--- src/rtl/timer16_pkg.sv ---
package timer16_pkg;
  localparam int NUM_RATES = 5;

  // log2 of the divide ratio for rate codes 1..NUM_RATES
  function automatic int rateShift(input int idx);
    case (idx)
      0: return 0;
      1: return 3;
      2: return 6;
      3: return 8;
      default: return 10;
    endcase
  endfunction

  typedef struct packed {
    logic loadTemp;
    logic loadCount;
    logic rdLow;
    logic rdHigh;
    logic tick;
  } tmrStrobe_t;
endpackage

--- src/rtl/timer16_ctrl.sv ---
module timer16_ctrl
  import timer16_pkg::*;
#(
  parameter int SEL_W = 3,
  parameter int DIV_W = 10
) (
  input  logic             clk,
  input  logic             rst,
  input  logic             addrHigh,
  input  logic             wrEn,
  input  logic             rdEn,
  input  logic [SEL_W-1:0] clkSel,
  output tmrStrobe_t       strb
);
  logic [DIV_W-1:0]     divCnt;
  logic [NUM_RATES-1:0] tapTick;
  logic                 rateTick;

  always_ff @(posedge clk) begin
    if (rst) divCnt <= '0;
    else     divCnt <= divCnt + 1'b1;
  end

  for (genvar g = 0; g < NUM_RATES; g++) begin : g_tap
    localparam int SH = rateShift(g);
    if (SH == 0) begin : g_full
      assign tapTick[g] = 1'b1;
    end else begin : g_div
      assign tapTick[g] = &divCnt[SH-1:0];
    end
  end

  always_comb begin
    rateTick = 1'b0;
    for (int i = 0; i < NUM_RATES; i++)
      if (clkSel == SEL_W'(i + 1)) rateTick = tapTick[i];
  end

  always_comb begin
    strb.loadTemp  = wrEn & addrHigh;
    strb.loadCount = wrEn & ~addrHigh;
    strb.rdLow     = rdEn & ~addrHigh;
    strb.rdHigh    = rdEn & addrHigh;
    // a bus write of the full value wins over a rate tick
    strb.tick      = rateTick & ~strb.loadCount;
  end
endmodule

--- src/rtl/timer16_dp.sv ---
module timer16_dp
  import timer16_pkg::*;
#(
  parameter int BYTE_W = 8
) (
  input  logic                clk,
  input  logic                rst,
  input  tmrStrobe_t          strb,
  input  logic [BYTE_W-1:0]   wrData,
  output logic [BYTE_W-1:0]   rdData,
  output logic [2*BYTE_W-1:0] cntVal
);
  localparam int CNT_W = 2 * BYTE_W;

  logic [BYTE_W-1:0] tempByte;

  always_ff @(posedge clk) begin
    if (rst)                tempByte <= '0;
    else if (strb.loadTemp) tempByte <= wrData;
    else if (strb.rdLow)    tempByte <= cntVal[CNT_W-1:BYTE_W];
  end

  always_ff @(posedge clk) begin
    if (rst)                 cntVal <= '0;
    else if (strb.loadCount) cntVal <= {tempByte, wrData};
    else if (strb.tick)      cntVal <= cntVal + 1'b1;
  end

  always_comb begin
    if (strb.rdHigh)     rdData = tempByte;
    else if (strb.rdLow) rdData = cntVal[BYTE_W-1:0];
    else                 rdData = '0;
  end
endmodule

--- src/rtl/byte_timer16.sv ---
module byte_timer16
  import timer16_pkg::*;
#(
  parameter int BYTE_W = 8,
  parameter int SEL_W  = 3,
  parameter int DIV_W  = 10
) (
  input  logic              clk,
  input  logic              rst,
  input  logic              addrHigh,
  input  logic              wrEn,
  input  logic              rdEn,
  input  logic [BYTE_W-1:0] wrData,
  output logic [BYTE_W-1:0] rdData,
  input  logic [SEL_W-1:0]  clkSel
);
  tmrStrobe_t            strb;
  logic [2*BYTE_W-1:0]   cntVal;

  timer16_ctrl #(.SEL_W(SEL_W), .DIV_W(DIV_W)) i_ctrl (
    .clk(clk), .rst(rst), .addrHigh(addrHigh), .wrEn(wrEn),
    .rdEn(rdEn), .clkSel(clkSel), .strb(strb)
  );

  timer16_dp #(.BYTE_W(BYTE_W)) i_dp (
    .clk(clk), .rst(rst), .strb(strb), .wrData(wrData),
    .rdData(rdData), .cntVal(cntVal)
  );
endmodule

--- config.mk ---
export PLATFORM = sky130hd
export DESIGN_NAME = byte_timer16
export DESIGN_NICKNAME = d
export VERILOG_FILES = /design/src/rtl/timer16_pkg.sv /design/src/rtl/timer16_ctrl.sv /design/src/rtl/timer16_dp.sv /design/src/rtl/byte_timer16.sv
export SDC_FILE = /design/constraint.sdc
export NUM_CORES = 1
export LEC_CHECK = 0
export ABC_AREA = 1
export CORE_ASPECT_RATIO = 0.5
export CORE_MARGIN = 2
export CORE_UTILIZATION = 56
export DETAILED_ROUTE_END_ITERATION = 10
export DONT_BUFFER_PORTS = 1
export PLACE_DENSITY_LB_ADDON = 0.1
export SYNTH_ARGS = -nofsm -noshare
export SYNTH_HDL_FRONTEND = slang
export SYNTH_SLANG_ARGS = --single-unit
--- constraint.sdc ---
create_clock -name clk -period 3.9 [get_ports clk]
set_input_delay 0.195 -clock clk [delete_from_list [all_inputs] [get_ports clk]]
set_output_delay 0.195 -clock clk [all_outputs]
set_load 0.02 [all_outputs]
Yosys cells after proc, flatten, opt, wreduce, memory -nomap -nowiden
Cells that the tools add are included.
{"block": "totals", "reg_bits": 34, "inputBits": 16, "elab_cells": 34}
{"block": "op_classes", "n_addsub": 2, "n_eq_ne": 5, "n_mux": 11, "bitwise": 7, "n_reduce_logical": 6}
{"operator": "two-way mux 16 bit", "count": 2}
{"operator": "two-way mux 8 bit", "count": 4}
{"operator": "adder 16 x 1 -> 16 bit, second input constant", "count": 1}
{"operator": "adder 10 x 1 -> 10 bit, second input constant", "count": 1}
{"operator": "AND reduction 10 bit", "count": 1}
{"operator": "AND reduction 8 bit", "count": 1}
{"operator": "== test 3 x 2 -> 1 bit, second input constant", "count": 2}
{"operator": "== test 3 bit, second input constant", "count": 2}
{"operator": "AND reduction 6 bit", "count": 1}
{"operator": "AND 1 bit", "count": 5}
{"operator": "two-way mux 1 bit", "count": 5}
{"operator": "nonzero test 2 bit", "count": 2}
{"operator": "== test 3 x 1 -> 1 bit, second input constant", "count": 1}
{"operator": "AND reduction 3 bit", "count": 1}
{"operator": "inverter 1 bit", "count": 2}

Logic depth before layout (Yosys ltp)
{"block": "logic_depth", "ltp_word": 9, "mapped_depth": 10, "ltp_nobuf": 10}

By module
A second synthesis with hierarchy kept.
{"block": "unflattened", "hier_cells": 290, "area_unflattened_um2": 1968.1}
{"mod": "timer16_dp", "n_inst": 1, "cells_each": 206, "area_each_um2": 1403.8}
{"mod": "timer16_ctrl", "n_inst": 1, "cells_each": 84, "area_each_um2": 564.3}

Least setup slack after synthesis
No wires, ideal clock.
{"block": "synth_path", "path_type": "register to register", "startpoint": "reg i_ctrl.divCnt[0]", "endpoint": "reg i_dp.cntVal[2]", "setup_ns": 0.113, "arrival_time_ns": 1.466, "t_required_ns": 3.787, "path_slack_ns": 2.321, "path_stages_with_launch": 10, "path_buffers": 1, "synth_period_minus_slack_ns": 1.579, "path_cell_list": "dfxtp_1 -> ha_1 -> ha_1 -> nand4_1 -> nand3_1 -> nor2_2 -> nand3_4 -> buf_6 -> nor2_1 -> nor2_1"}
{"block": "synth_via", "elab_chain_cells": 7}
{"element": "start: declaration", "line_no": "timer16_ctrl.sv:15", "source": "logic [DIV_W-1:0] divCnt;"}
{"element": "start signal: assignment", "line_no": "timer16_ctrl.sv:21", "source": "else divCnt <= divCnt + 1'b1;"}
{"element": "AND reduction 3 bit", "line_no": "timer16_ctrl.sv:29", "source": "assign tapTick[g] = &divCnt[SH-1:0];"}
{"element": "two-way mux 1 bit (3 in series)", "line_no": "timer16_ctrl.sv:36", "source": "if (clkSel == SEL_W'(i + 1)) rateTick = tapTick[i];"}
{"element": "two-way mux 1 bit *", "line_no": "timer16_ctrl.sv:36"}
{"element": "AND 1 bit *", "line_no": "timer16_ctrl.sv:45", "source": "strb.tick = rateTick & ~strb.loadCount;"}
{"element": "nonzero test 2 bit (no source line) *"}
{"element": "end signal: assignment", "line_no": "timer16_dp.sv:25", "source": "else if (strb.loadCount) cntVal <= {tempByte, wrData};"}
{"element": "end signal: assignment", "line_no": "timer16_dp.sv:26", "source": "else if (strb.tick) cntVal <= cntVal + 1'b1;"}
{"element": "end: declaration", "line_no": "timer16_dp.sv:11", "source": "output logic [2*BYTE_W-1:0] cntVal"}
Mark *: on every way between the ends. The rest lies on a longest branch, timed or not.
A chain may end at the register's enable or synchronous reset.

Worst setup path in the final report
{"block": "layout_path", "startpoint": "reg i_ctrl.divCnt[0]", "endpoint": "reg i_dp.cntVal[1]"}
The elaborated chain is that of the path after synthesis.

==> out/results.ini <==
[critical_path]
cp.arrival_ns=2.36
cpPeakStageDelay_ns=0.50
crit_fanout=18
start_kind=flip-flop
critical_path.top_delay_family=simple AND/OR/NAND/NOR gates
path_cells=ha_1, ha_1, nand4_1, nand3_1, nor2_2, nand3_4, o21ai_0, nor2_1
slowest_stage=nor2_2
crit_buf_inv=0
crit_type=flip-flop to flip-flop
crit_top_cell=ha_1
required_ns=4.07
crit_path_end_kind=flip-flop

[global_route]
overflow=0
use_met1_pct=41.7
gr-usage-met3_pct=8.61
busiest_layer=met2
grt_pass1_wl_mm=9.07
track_usage_pct=29.3
antenna_found_initial=0
grt_max_degree=28
grt_pass1_vias=1912
grt_util_met2_pct=44.6

[min_path]
hold_class=input pin to flip-flop

[synthesis]
syn_area_per_cell_um2=6.38
synth_area_leaders=dfxtp_1, nand2_1, a21oi_1
ys_types=29
ys_seq_area_share_pct=33.1
async_reset_ff_share_pct=0
synth_top_area_cell=dfxtp_1
synth_nets=341
synth_cells=322
ys_warn_count=0
syn_area_um2=2050
synth_flop_cell=dfxtp_1
synth_top_area_share_pct=33.1
synth_edf_count=0
yosys_register_bits=34

[detailed_routing]
route.detailed.drc=0
antenna_left=0
via_count=2135
drt_iter0_drc=240
vias_per_cell=5.79
drt_first_pass_iters=5
wl_per_cell_um=14.6
routed_wl_mm=5.39

[clocking]
cts_buffer_depth=2
cts_made_buffers=5
clock-root-buffer=clkbuf_8
clk_pin_slew_ns=0.07
cts_resized=0
clkSinkCount=34
clock_latency_ns=0.28
htree_levels=2
cts_tree=yes

[timing]
worst_slew_margin_rel_pct=42.7
rsz0062_at_grt=no
maxSlewViolCount=0
fin_crit_sh_pct=56.1
setup_ws_ns=1.71
finalSetupTns_ns=0
fmax_ghz=0.457
hold_violations=0
whs_ns=0.117
min_period_ns=2.19
setup_viol_count_final=0
clock_skew_ns=0.00664
tightest_slew_ns=0.857

[layout]
syn_to_final_growth_pct=5.72
final.fill_count=338
final_util_pct=62.6
final_common_cell=nand2_1
antennaDiodeCount=0
final_nets=336
drive_above_1_share_pct=4.40
final_cell_mix=nand2_1, dfxtp_1, nor2_1

[floorplan]
die_h_um=46.8
fp.coreArea_um2=3470
io_pins=24
rows=15
die_x_um=89.7
die-area_um2=4200
initial_core_util_pct=59.2

[run]
drv_cap=0

[power_and_ir_drop]
power_uw=769
pwr_density_cell_nw_per_um2=354
ir_worst_vdd_mv=0.271
power.leakage_uw=0.000842

[placed_design]
port_buffers=0
gp_routability_congestion=0.903
dpl.hpwl_mm=3.97
place_ws_ns=1.73

[run_status]
status=finished clean

metal layers:
| metal | up-vias | wire (um) |
|---|---|---|
| met3 | 4 | 460 |
| li1 | 1080 | - |
| met5 | - | 0 |
| met4 | 0 | 33 |
| met2 | 88 | 2370 |
| met1 | 963 | 2520 |
per-stage QoR:
stage	instance area, um2	instances
final	2170	369
after global routing	2170	369
after CTS	2170	369
after detailed placement	2060	360
after global placement	2060	360
after floorplan	2050	322
logic make-up (layout without fill, tap and decap cells):
group / after synthesis / after routing / synth area share, %
buffers and inverters: 40 / 36 / 8.16
adder cells (fa/ha/maj): 3 / 3 / 1.83
AND/OR/NAND/NOR: 176 / 176 / 38.7
XOR/XNOR: 4 / 4 / 1.71
AO/OA/AOI/OAI: 65 / 65 / 16.5
flip-flops: 34 / 34 / 33.1
worst paths after layout:
path | from | endpoint | slack [ns] | cells after the start
worst max-delay path | i_ctrl.divCnt[0] | i_dp.cntVal[1] | 1.71 | 8
worst min-delay path | wrData[7] | i_dp.tempByte[7] | 0.12 | 2
worst max register to register | i_ctrl.divCnt[0] | i_dp.cntVal[1] | 1.71 | 8
worst min register to register | i_ctrl.divCnt[0] | i_ctrl.divCnt[0] | 0.46 | 1
sequential cells by signal (all words and copies together), names as in the netlist:
signal	flops
i_dp.tempByte	8
i_ctrl.divCnt	10
i_dp.cntVal	16
Yosys cell counts, drive strengths merged, types with 3 or more instances:
| library cell | number |
|---|---|
| nand4 | 20 |
| o22ai | 8 |
| ha | 3 |
| a21oi | 29 |
| nand2 | 93 |
| inv | 25 |
| clkbuf | 6 |
| nor3 | 3 |
| o21ai | 26 |
| nand3 | 26 |
| dfxtp | 34 |
| xor2 | 4 |
| buf | 8 |
| nor2 | 32 |
worst register-to-register path: stages, from the launching register on:
cell and delay (ns):
dfxtp_1 0.33, ha_1 0.23, ha_1 0.18, nand4_1 0.08, nand3_1 0.09, nor2_2 0.50
nand3_4 0.35, o21ai_0 0.26, nor2_1 0.06
cell type report:
type	instances	area [um2]	share of cell area (%)
multi-input cells	248	1210	55.5
flip-flops and latches	34	681	31.3
inverters	26	97.6	4.49
clock buffers	7	76.3	3.51
well taps	51	63.8	2.94
clock inverters	1	30.0	1.38
repair buffers	2	17.5	0.806
power breakdown:
part	switching, uW	internal (uW)
Sequential	15.8	362
Clock	120	191
Combinational	55.4	24.7
Total	191	578
timing repair:
action,CTS,global route
hold buffers,1,0
endpoints found under the hold margin,22,0
setup buffers,0,0
setup endpoints to repair,0,0
Power figures use the tool's default switching activity.
